$ cat src/rtl/dma_chan_arbiter.sv
module dma_chan_arbiter #(
  parameter int N_INJ = 6
) (
  input  logic               clk,
  input  logic               rst_n,
  input  logic [N_INJ+1:0]   ch_req,
  input  logic [N_INJ+1:0]   ch_act,
  input  logic [N_INJ+1:0]   ch_sof,
  input  logic [N_INJ+1:0]   ch_eof,
  input  logic [N_INJ-1:0]   inj_port,
  output logic [N_INJ+1:0]   gnt,
  output logic               gnt_port
);
  localparam int NCH = N_INJ + 2;

  logic [NCH-1:0] ch_port, beat, cand, pick0, pick1, nxt;
  logic locked_q, last_q;
  logic sof_b, eof_b, own_act, own_req, in_frame, hold;
  logic has0, has1, sel_port;

  for (genvar i = 0; i < NCH; i++) begin : g_map
    if (i < N_INJ) begin : g_inj
      assign ch_port[i] = inj_port[i];
    end else begin : g_xtr
      assign ch_port[i] = (i == NCH - 1);
    end
  end

  assign beat     = gnt & ch_req & ch_act;
  assign sof_b    = |(beat & ch_sof);
  assign eof_b    = |(beat & ch_eof);
  assign own_act  = |(gnt & ch_act);
  assign own_req  = |(gnt & ch_req);
  assign in_frame = locked_q | sof_b;
  assign hold     = own_act & ~eof_b & (in_frame | own_req);
  assign cand     = ch_req & ch_act & ~gnt;

  always_comb begin
    pick0 = '0;
    pick1 = '0;
    for (int i = 0; i < NCH; i++) begin
      if (cand[i]) begin
        if (ch_port[i]) begin
          pick1    = '0;
          pick1[i] = 1'b1;
        end else begin
          pick0    = '0;
          pick0[i] = 1'b1;
        end
      end
    end
  end

  assign has0     = |pick0;
  assign has1     = |pick1;
  assign sel_port = (has0 & has1) ? ~last_q : has1;
  assign nxt      = hold ? gnt : (sel_port ? pick1 : pick0);

  always_ff @(posedge clk) begin
    if (!rst_n) begin
      gnt      <= '0;
      gnt_port <= 1'b0;
      locked_q <= 1'b0;
      last_q   <= 1'b1;
    end else begin
      gnt      <= nxt;
      gnt_port <= hold ? gnt_port : sel_port;
      locked_q <= hold & in_frame;
      if (!hold && (has0 || has1)) last_q <= sel_port;
    end
  end
endmodule


$ cat config.mk
export PLATFORM = sky130hd
export DESIGN_NAME = dma_chan_arbiter
export DESIGN_NICKNAME = d
export VERILOG_FILES = /design/src/rtl/dma_chan_arbiter.sv
export SDC_FILE = /design/constraint.sdc
export NUM_CORES = 1
export LEC_CHECK = 0
export BUFFER_PORTS_ARGS = -buffer_cell sky130_fd_sc_hd__buf_4
export CORE_ASPECT_RATIO = 0.7
export CORE_MARGIN = 3
export CORE_UTILIZATION = 35
export CTS_BUF_LIST = sky130_fd_sc_hd__clkbuf_16
export DETAILED_ROUTE_END_ITERATION = 7
export GPL_TIMING_DRIVEN = 0
export HOLD_SLACK_MARGIN = 0.15
export SKIP_LAST_GASP = 1
export SLEW_MARGIN = 10
export SYNTH_ARGS = -nofsm -noshare
export SYNTH_HDL_FRONTEND = slang
export SYNTH_SLANG_ARGS = --single-unit
$ cat constraint.sdc
create_clock -name clk -period 4.4 [get_ports clk]
set_clock_uncertainty 0.2 [all_clocks]
set_input_delay 0.66 -clock clk [delete_from_list [all_inputs] [get_ports clk]]
set_output_delay 0.66 -clock clk [all_outputs]
set_load 0.03 [all_outputs]
* Word level (Yosys, flattened, before mapping) *
Index checks and enable logic that the tools add are counted.

storage, ports and cells
  bits in registers = 11
  input port bits = 40
  output and inout port bits = 9
  logic and storage cells = 57

operators by class
  multiplexer cells = 28
  bitwise gates (word level) = 16
  reduce and logical (&&, ||, !) cells = 9

operator list
  operator            number
  2-to-1 mux 8 bit    22
  AND 8 bit           7
  OR reduction 8 bit  6
  inverter 8 bit      1
  AND 1 bit           4
  2-to-1 mux 1 bit    4
  2-to-1 mux 2 bit    2
  inverter 1 bit      2
  OR 1 bit            2
  logical AND 1 bit   1
  zero test 1 bit     1
  logical OR 1 bit    1

* Longest topological paths before layout *
Gate-level depths: netlist of the first run.

  word-level depth = 18
  gate-level depth with buffers = 8
  mapped depth without buffers = 6

* Worst setup path after synthesis of the first run *
No wires, ideal clock.

  path type = input -> register
  start point = input ch_act[4]
  end point = register gnt[2]
  library setup time = 0.118 ns
  arrival = 1.761 ns
  required time = 4.082 ns
  setup slack = 2.321 ns
  stages on the path = 8
  path buffers = 2
  cell sequence = a22o_1 -> a221oi_1 -> and3_1 -> a2111o_1 -> buf_6 -> buf_6 -> o21ai_1 -> a21oi_1

on the way
  word-level cells in the longest chain between the ends = 10
  elaborated cells on any way between the ends = 27
  classes of those cells = mux: 10; bitwise: 12; reduce/logical: 5

ends and longest elaborated chain
  what                                          line    RTL
  from (decl)                                   7       input logic [N_INJ+1:0] ch_act,
  AND 8 bit (2 in series)                       36      assign cand = ch_req & ch_act & ~gnt;
  2-to-1 mux 8 bit                              42      if (cand[i]) begin
  2-to-1 mux 8 bit                              43      if (ch_port[i]) begin
  2-to-1 mux 8 bit (2 in series)                42
  OR reduction 8 bit, on equally long branches  54, 55
  AND 1 bit                                     56      assign sel_port = (has0 & has1) ? ~last_q : has1;
  2-to-1 mux 1 bit                              56
  2-to-1 mux 8 bit                              57      assign nxt = hold ? gnt : (sel_port ? pick1 : pick0);
  to (signal assigned)                          66      gnt <= nxt;
  to (decl)                                     11      output logic [N_INJ+1:0] gnt,

Several ways; a longest one is shown, not always the timed one.
A chain may end at the register's enable or synchronous reset.

* Worst setup path after layout of the first run *
  start point = input ch_act[6]
  end point = register gnt[5]

on the way
  word-level cells in the longest chain between the ends = 7
  elaborated cells on any way between the ends = 19
  classes of those cells = mux: 3; bitwise: 12; reduce/logical: 4

ends and longest elaborated chain
  what                     line  RTL
  AND 8 bit (2 in series)  36
  2-to-1 mux 8 bit         42
  OR reduction 8 bit       54    assign has0 = |pick0;
  AND 1 bit                56
  2-to-1 mux 1 bit         56
  2-to-1 mux 8 bit         57

Several ways; a longest one is shown, not always the timed one.

==> impl_metrics.json, run 1 <==
{
  "cts_tree": "built",
  "gp_congestion": 0.8822,
  "cts_num_sinks": 11,
  "yosysWarnings": 0,
  "place_hpwl_um": 2654,
  "endpoint_kind": "flop",
  "core_area_um2": 2552,
  "hold_slack_ns": 0.3623,
  "p_per_area_nw_per_um2": 351.4,
  "htree_num_levels": 1,
  "grt_max_degree": 11,
  "io_pins": 49,
  "final_min_period_over_clock_period_pct": 48.02,
  "diodes": 0,
  "drtIter0Drc": 90,
  "cp.required_ns": 4.37,
  "path_clk_slew_ns": 0.04,
  "grt_pass1_vias": 1125,
  "grt.met2_usage_pct": 25.63,
  "grtUsageMet3_pct": 4.800,
  "clock_power_share_pct": 31.8,
  "grt_usage_pct": 19.42,
  "ys_ff_latch": 11,
  "sw_frac_of_total_pct": 34.99,
  "initial_core_util_pct": 38.24,
  "setup_tns_ns": 0,
  "fin_crit_ns": 2.113,
  "syn_avg_cell_area_um2": 8.066,
  "num_vias": 1221,
  "clk_latency_ns": 0.24,
  "post-cts-setup-buffer-count": 0,
  "drive_above_1_share_pct": 34.68,
  "synth.distinct_cells": 38,
  "routed_via_density": 5.899,
  "met1_usage_pct": 29.94,
  "worstMarginPinSlew_ns": 0.5117,
  "p_sw_mw": 0.1792,
  "synth_edf_count": 0,
  "r2r_setup_slack_ns": 2.30,
  "ys.flop_type": "dfxtp_1",
  "pwr-share-seq_pct": 27.9,
  "power_mw": 0.5122,
  "hp-class": "flop to flop",
  "drc": 0,
  "dr.pass1.iters": 5,
  "rows": 15,
  "crit_arrival_ns": 2.09,
  "r2r_cells": 6,
  "io_buffers": 48,
  "area_growth_pct": 49.36,
  "max-cap-violations": 0,
  "netlist_area_um2": 975.9,
  "p_leak_nw": 0.6147,
  "grt-ovfl-total": 0,
  "cts.repair.resized": 0,
  "p_comb_share_pct": 40.3,
  "final_nets": 214,
  "antenna_found_initial": 0,
  "die_x_um": 69.12,
  "min_path_cells": 3,
  "ctsRootBufferMaster": "clkbuf_16",
  "regToRegEndpoint": "gnt[5]$_SDFFE_PN0N_",
  "wl_per_cell_um": 16.21,
  "seq_area_frac_synth_pct": 22.56,
  "busiest_layer": "met1",
  "rr_startpoint": "gnt[6]$_SDFFE_PN0N_",
  "max_freq_mhz": 473.3,
  "routed_wl_um": 3356,
  "min_to": "gnt_port$_SDFFE_PN0N_",
  "grt_pass1_wl_um": 5471,
  "worstSetupPathType": "input pin to flop",
  "ir_drop_uv": 236.1,
  "status": "finished, final reports clean",
  "syn-num-nets": 161,
  "dieHeight_um": 50.18,
  "hold_viol_final": 0,
  "dieArea_um2": 3468,
  "clockBufferDepth": 2,
  "startpoint_type": "input pin",
  "cts_buffers": 3,
  "critPathMaxFanout": 6,
  "intPower_mw": 0.3330,
  "async_flop_share_pct": 0,
  "drv_slew": 0,
  "postCtsHoldBufs": 0,
  "finalSetupViolCount": 0,
  "max_slew_margin_pct": 65.62,
  "rsz0062_at_grt": "false",
  "min-delay-start": "gnt_port$_SDFFE_PN0N_",
  "postRouteAntennaNets": 0,
  "synthCells": 121
}
[area by class of cell]
class	instances	area (um2)
tap	34	42.54
inverter	4	15.01
buffer	3	26.28
clock inverter	1	3.754
clock buffer	3	75.07
timing repair buffer	48	360.3
multi-input combinational	103	714.4
fill	254	1095
sequential	11	220.2
[Yosys cell counts, types with 2 or more instances]
library cell | n | share of area, %
nand4_1 | 18 | 12
nand2_1 | 12 | 4.6
dfxtp_1 | 11 | 23
nor2_1 | 10 | 3.8
nand4b_1 | 7 | 6.3
a22oi_1 | 6 | 4.6
nand3_1 | 6 | 3.1
a31oi_1 | 4 | 2.6
inv_1 | 4 | 1.5
o21ai_0 | 4 | 2.1
a21oi_1 | 3 | 1.5
nand4bb_2 | 3 | 5.0
o21ai_1 | 3 | 1.5
and3_1 | 2 | 1.3
buf_6 | 2 | 2.3
nand3b_1 | 2 | 1.5
nand4bb_1 | 2 | 2.3
o21ai_2 | 2 | 1.8
[sequential cells by signal (all words and copies together), names as in the netlist]
name,cells
gnt,8
gnt_port,1
last_q,1
locked_q,1
[layer usage]
metal	part of all wire [%]	vias up
li1	-	603
met1	50	548
met2	38	65
met3	12	5
met4	1.1	0
met5	0	-
[stage by stage]
step	cells	utilization, %	area (um2)	setup WS (ns)
after global routing	207	57.11	1458	2.179
after floorplan	121	-	975.9	2.321
after global placement	203	54.02	1379	2.046
final	207	57.11	1458	2.287
after CTS	207	57.11	1458	2.293
after detailed placement	203	54.02	1379	2.054
[worst max-delay path, cell delays in order]
cell	delay, ns
buf_4	0.12
nand3b_1	0.18
nand4_4	0.17
o31ai_4	0.41
o21ai_2	0.13
o311a_1	0.30
nor2_1	0.10
[cells in the final DEF, fill, tap and decap left out, types with 2 or more instances in the layout]
master and instances:
nand3_1 6, nand3b_1 2, o21ai_1 3, nor2_1 10, inv_1 5, nand4bb_2 3, nand2_1 12, o21ai_2 2
buf_4 48, a21oi_1 3, nand4bb_1 2, a31oi_1 4, a22oi_1 6, nand4_1 18, dfxtp_1 11, nand4b_1 7
o21ai_0 4, clkbuf_16 3, and3_1 2, buf_6 2
[power by group through the flow]
| stage | Sequential, mW | Clock [mW] | Combinational (mW) |
|---|---|---|---|
| final | 0.143 | 0.163 | 0.206 |
| after global routing | 0.146 | 0.170 | 0.224 |
| after CTS | 0.142 | 0.166 | 0.206 |
| after detailed placement | 0.143 | 0 | 0.204 |
| after global placement | 0.143 | 0 | 0.204 |
| after floorplan | 0.160 | 0 | 0.105 |
[logic make-up after synthesis]
kind of cell           after synthesis  share of synthesized area, %
AND/OR/NAND/NOR                     71                         48.85
AO/OA/AOI/OAI                       32                         24.36
flip-flops                          11                         22.56
buffers and inverters                7                         4.230
[how the worst max path moves through the flow]
stage                        start             endpoint
6_report                 ch_act[6]  gnt[5]$_SDFFE_PN0N_
5_1_grt        gnt[6]$_SDFFE_PN0N_  gnt[5]$_SDFFE_PN0N_
4_1_cts                  ch_act[6]  gnt[5]$_SDFFE_PN0N_
3_5_place_dp             ch_act[6]  gnt[5]$_SDFFE_PN0N_
3_3_place_gp             ch_act[6]  gnt[5]$_SDFFE_PN0N_
2_1_floorplan            ch_act[4]  gnt[2]$_SDFFE_PN0N_
Note: power is estimated with default switching activity, not from simulation.
==> run 2, diff against run 1 <==
==> constraint.sdc (replaced) <==
create_clock -name clk -period 2.1 [get_ports clk]
set_clock_uncertainty 0.2 [all_clocks]
set_input_delay 0.315 -clock clk [delete_from_list [all_inputs] [get_ports clk]]
set_output_delay 0.315 -clock clk [all_outputs]
set_load 0.03 [all_outputs]
==> run 2 against run 1 <==
- clock power is 110% higher
- routed wire length increased by 1.9%
- register-to-register slack lost 2.2 ns
- worst hold slack got worse by 0.21 ns
- utilization grew 0.78 points
- highest routed layer unchanged
- clock-buffer cell count unchanged
- worst setup slack got worse by 2.2 ns
- critical path depth did not move
- combinational power is 120% higher
==> impl_metrics.json, run 2 (synthesized netlist as in run 1, its figures left out) <==
{
  "grt_usage_pct": 19.42,
  "drc": 0,
  "dr.pass1.iters": 4,
  "critPathBufInv": 2,
  "endpoint_kind": "flop",
  "crit_chain": "a22oi_1 > and4_1 > a2111o_1 > buf_6 > buf_6 > o21ai_1 > a21oi_1",
  "drive_above_1_share_pct": 37.71,
  "clock_power_share_pct": 31.2,
  "die_x_um": 69.12,
  "critPathMaxFanout": 10,
  "rows": 15,
  "clockBufferDepth": 2,
  "intPower_mw": 0.7120,
  "worstSetupPathType": "flop to flop",
  "initial_core_util_pct": 38.24,
  "path_clk_slew_ns": 0.04,
  "grt_pass1_wl_um": 5471,
  "fin_crit_ns": 2.015,
  "slowest_delay_ns": 0.48,
  "grt-ovfl-total": 0,
  "final_nets": 216,
  "p_comb_share_pct": 41.1,
  "ir_drop_uv": 495.4,
  "top_register": "gnt",
  "rsz0062_at_grt": "false",
  "cts_tree": "built",
  "largest_reg_flops": 8,
  "postCtsHoldBufs": 0,
  "status": "finished, final reports clean",
  "cts_num_sinks": 11,
  "finalInstanceArea_um2": 1478,
  "setup_tns_ns": 0,
  "startpoint_type": "flop",
  "io_pins": 49,
  "dieHeight_um": 50.18,
  "cpMostUsedCell": "buf_6",
  "core_area_um2": 2552,
  "final_min_period_over_clock_period_pct": 95.96,
  "diodes": 0,
  "max_freq_mhz": 496.2,
  "max_slew_margin_pct": 64.62,
  "area_growth_pct": 51.41,
  "crit_arrival_ns": 1.94,
  "postRouteAntennaNets": 0,
  "io_buffers": 48,
  "worstMarginPinSlew_ns": 0.5267,
  "p_leak_nw": 0.6262,
  "pwr-share-seq_pct": 27.7,
  "antenna_found_initial": 0,
  "hold_viol_final": 0,
  "routed_wl_um": 3419,
  "cp.required_ns": 2.02,
  "critPathSlowestCell": "dfxtp_1",
  "ctsRootBufferMaster": "clkbuf_16",
  "num_vias": 1273,
  "grt_max_degree": 11,
  "place_hpwl_um": 2654,
  "grt_pass1_vias": 1125,
  "crit_family": "compound AO/OA/AOI/OAI gates",
  "p_per_area_nw_per_um2": 738.4,
  "routed_via_density": 6.091,
  "max-cap-violations": 0,
  "mostFrequentLayoutCell": "buf_4",
  "hp-class": "input pin to flop",
  "htree_num_levels": 1,
  "sw_frac_of_total_pct": 34.74,
  "drtIter0Drc": 93,
  "clk_latency_ns": 0.24,
  "dpl-instance-area_um2": 1379,
  "drv_slew": 0,
  "wl_per_cell_um": 16.36,
  "layout_common_cells": "buf_4, nand4_1, nand2_1",
  "gp_congestion": 0.8822,
  "cts_buffers": 3,
  "fill_cells": 254,
  "finalSetupViolCount": 0,
  "dieArea_um2": 3468,
  "p_sw_mw": 0.3791
}
## run 2: changes by cell type in the layout (fill, tap and decap cells not counted)
cell	before	now
buf_4	48	50
dfxtp_1	11	7
dfxtp_2	0	4
## run 2: path summary, 6_finish.rpt
check,start,endpoint,slack (ns),cells past startpoint
max,gnt[7]$_SDFFE_PN0N_,gnt[2]$_SDFFE_PN0N_,0.08,7
min,rst_n,gnt[6]$_SDFFE_PN0N_,0.15,3
max reg2reg,gnt[7]$_SDFFE_PN0N_,gnt[2]$_SDFFE_PN0N_,0.08,7
min reg2reg,gnt[6]$_SDFFE_PN0N_,gnt[6]$_SDFFE_PN0N_,0.32,2
## run 2: what timing repair did
item                                   4_1_cts  5_1_grt
setup endpoints to repair                    0        9
endpoints found under the hold margin        0        0
setup buffers                                0        2
resized for setup                            0        4
## run 2: routing by layer
metal	vias up	routed length [um]	GRT usage [%]	part of all wire, %
met5	-	0	0	0
li1	606	-	-	-
met3	9	466	4.800	14
met1	570	1626	29.94	48
met2	88	1270	25.63	37
met4	0	55	6.169	1.6
## run 2: tightest hold or removal path: stages
cell and delay [ns]:
buf_4 0.12, nand2_1 0.06, o21ai_1 0.06
## run 2: power by group through the flow
stage | logic, mW | clock network (mW) | registers [mW]
floorplan | 0.219 | 0 | 0.336
global placement | 0.427 | 0 | 0.299
detailed placement | 0.427 | 0 | 0.300
CTS | 0.431 | 0.347 | 0.297
global route | 0.484 | 0.358 | 0.310
finish | 0.448 | 0.341 | 0.302
## run 2: cell type report
cell class / instances / area, um2 / area share (%)
inverters: 4 / 15.01 / 1.016
repair buffers: 50 / 375.4 / 25.40
well taps: 34 / 42.54 / 2.879
flip-flops and latches: 11 / 225.2 / 15.24
clock buffers: 3 / 75.07 / 5.080
multi-input cells: 103 / 714.4 / 48.35
plain buffers: 3 / 26.28 / 1.778
clock inverters: 1 / 3.754 / 0.2540
## run 2: stage by stage
| stage | power, mW | utilization [%] | setup slack, ns | cells | hold slack [ns] |
|---|---|---|---|---|---|
| detailed placement | 0.7273 | 54.02 | 0.02929 | 203 | 0.3595 |
| floorplan | 0.5551 | - | 0.03161 | 121 | 0.2533 |
| CTS | 1.075 | 57.11 | 0.01217 | 207 | 0.1534 |
| global route | 1.152 | 57.89 | 0.005240 | 209 | 0.1630 |
| finish | 1.091 | 57.89 | 0.08474 | 209 | 0.1548 |
| global placement | 0.7258 | 54.02 | 0.02069 | 203 | 0.3349 |
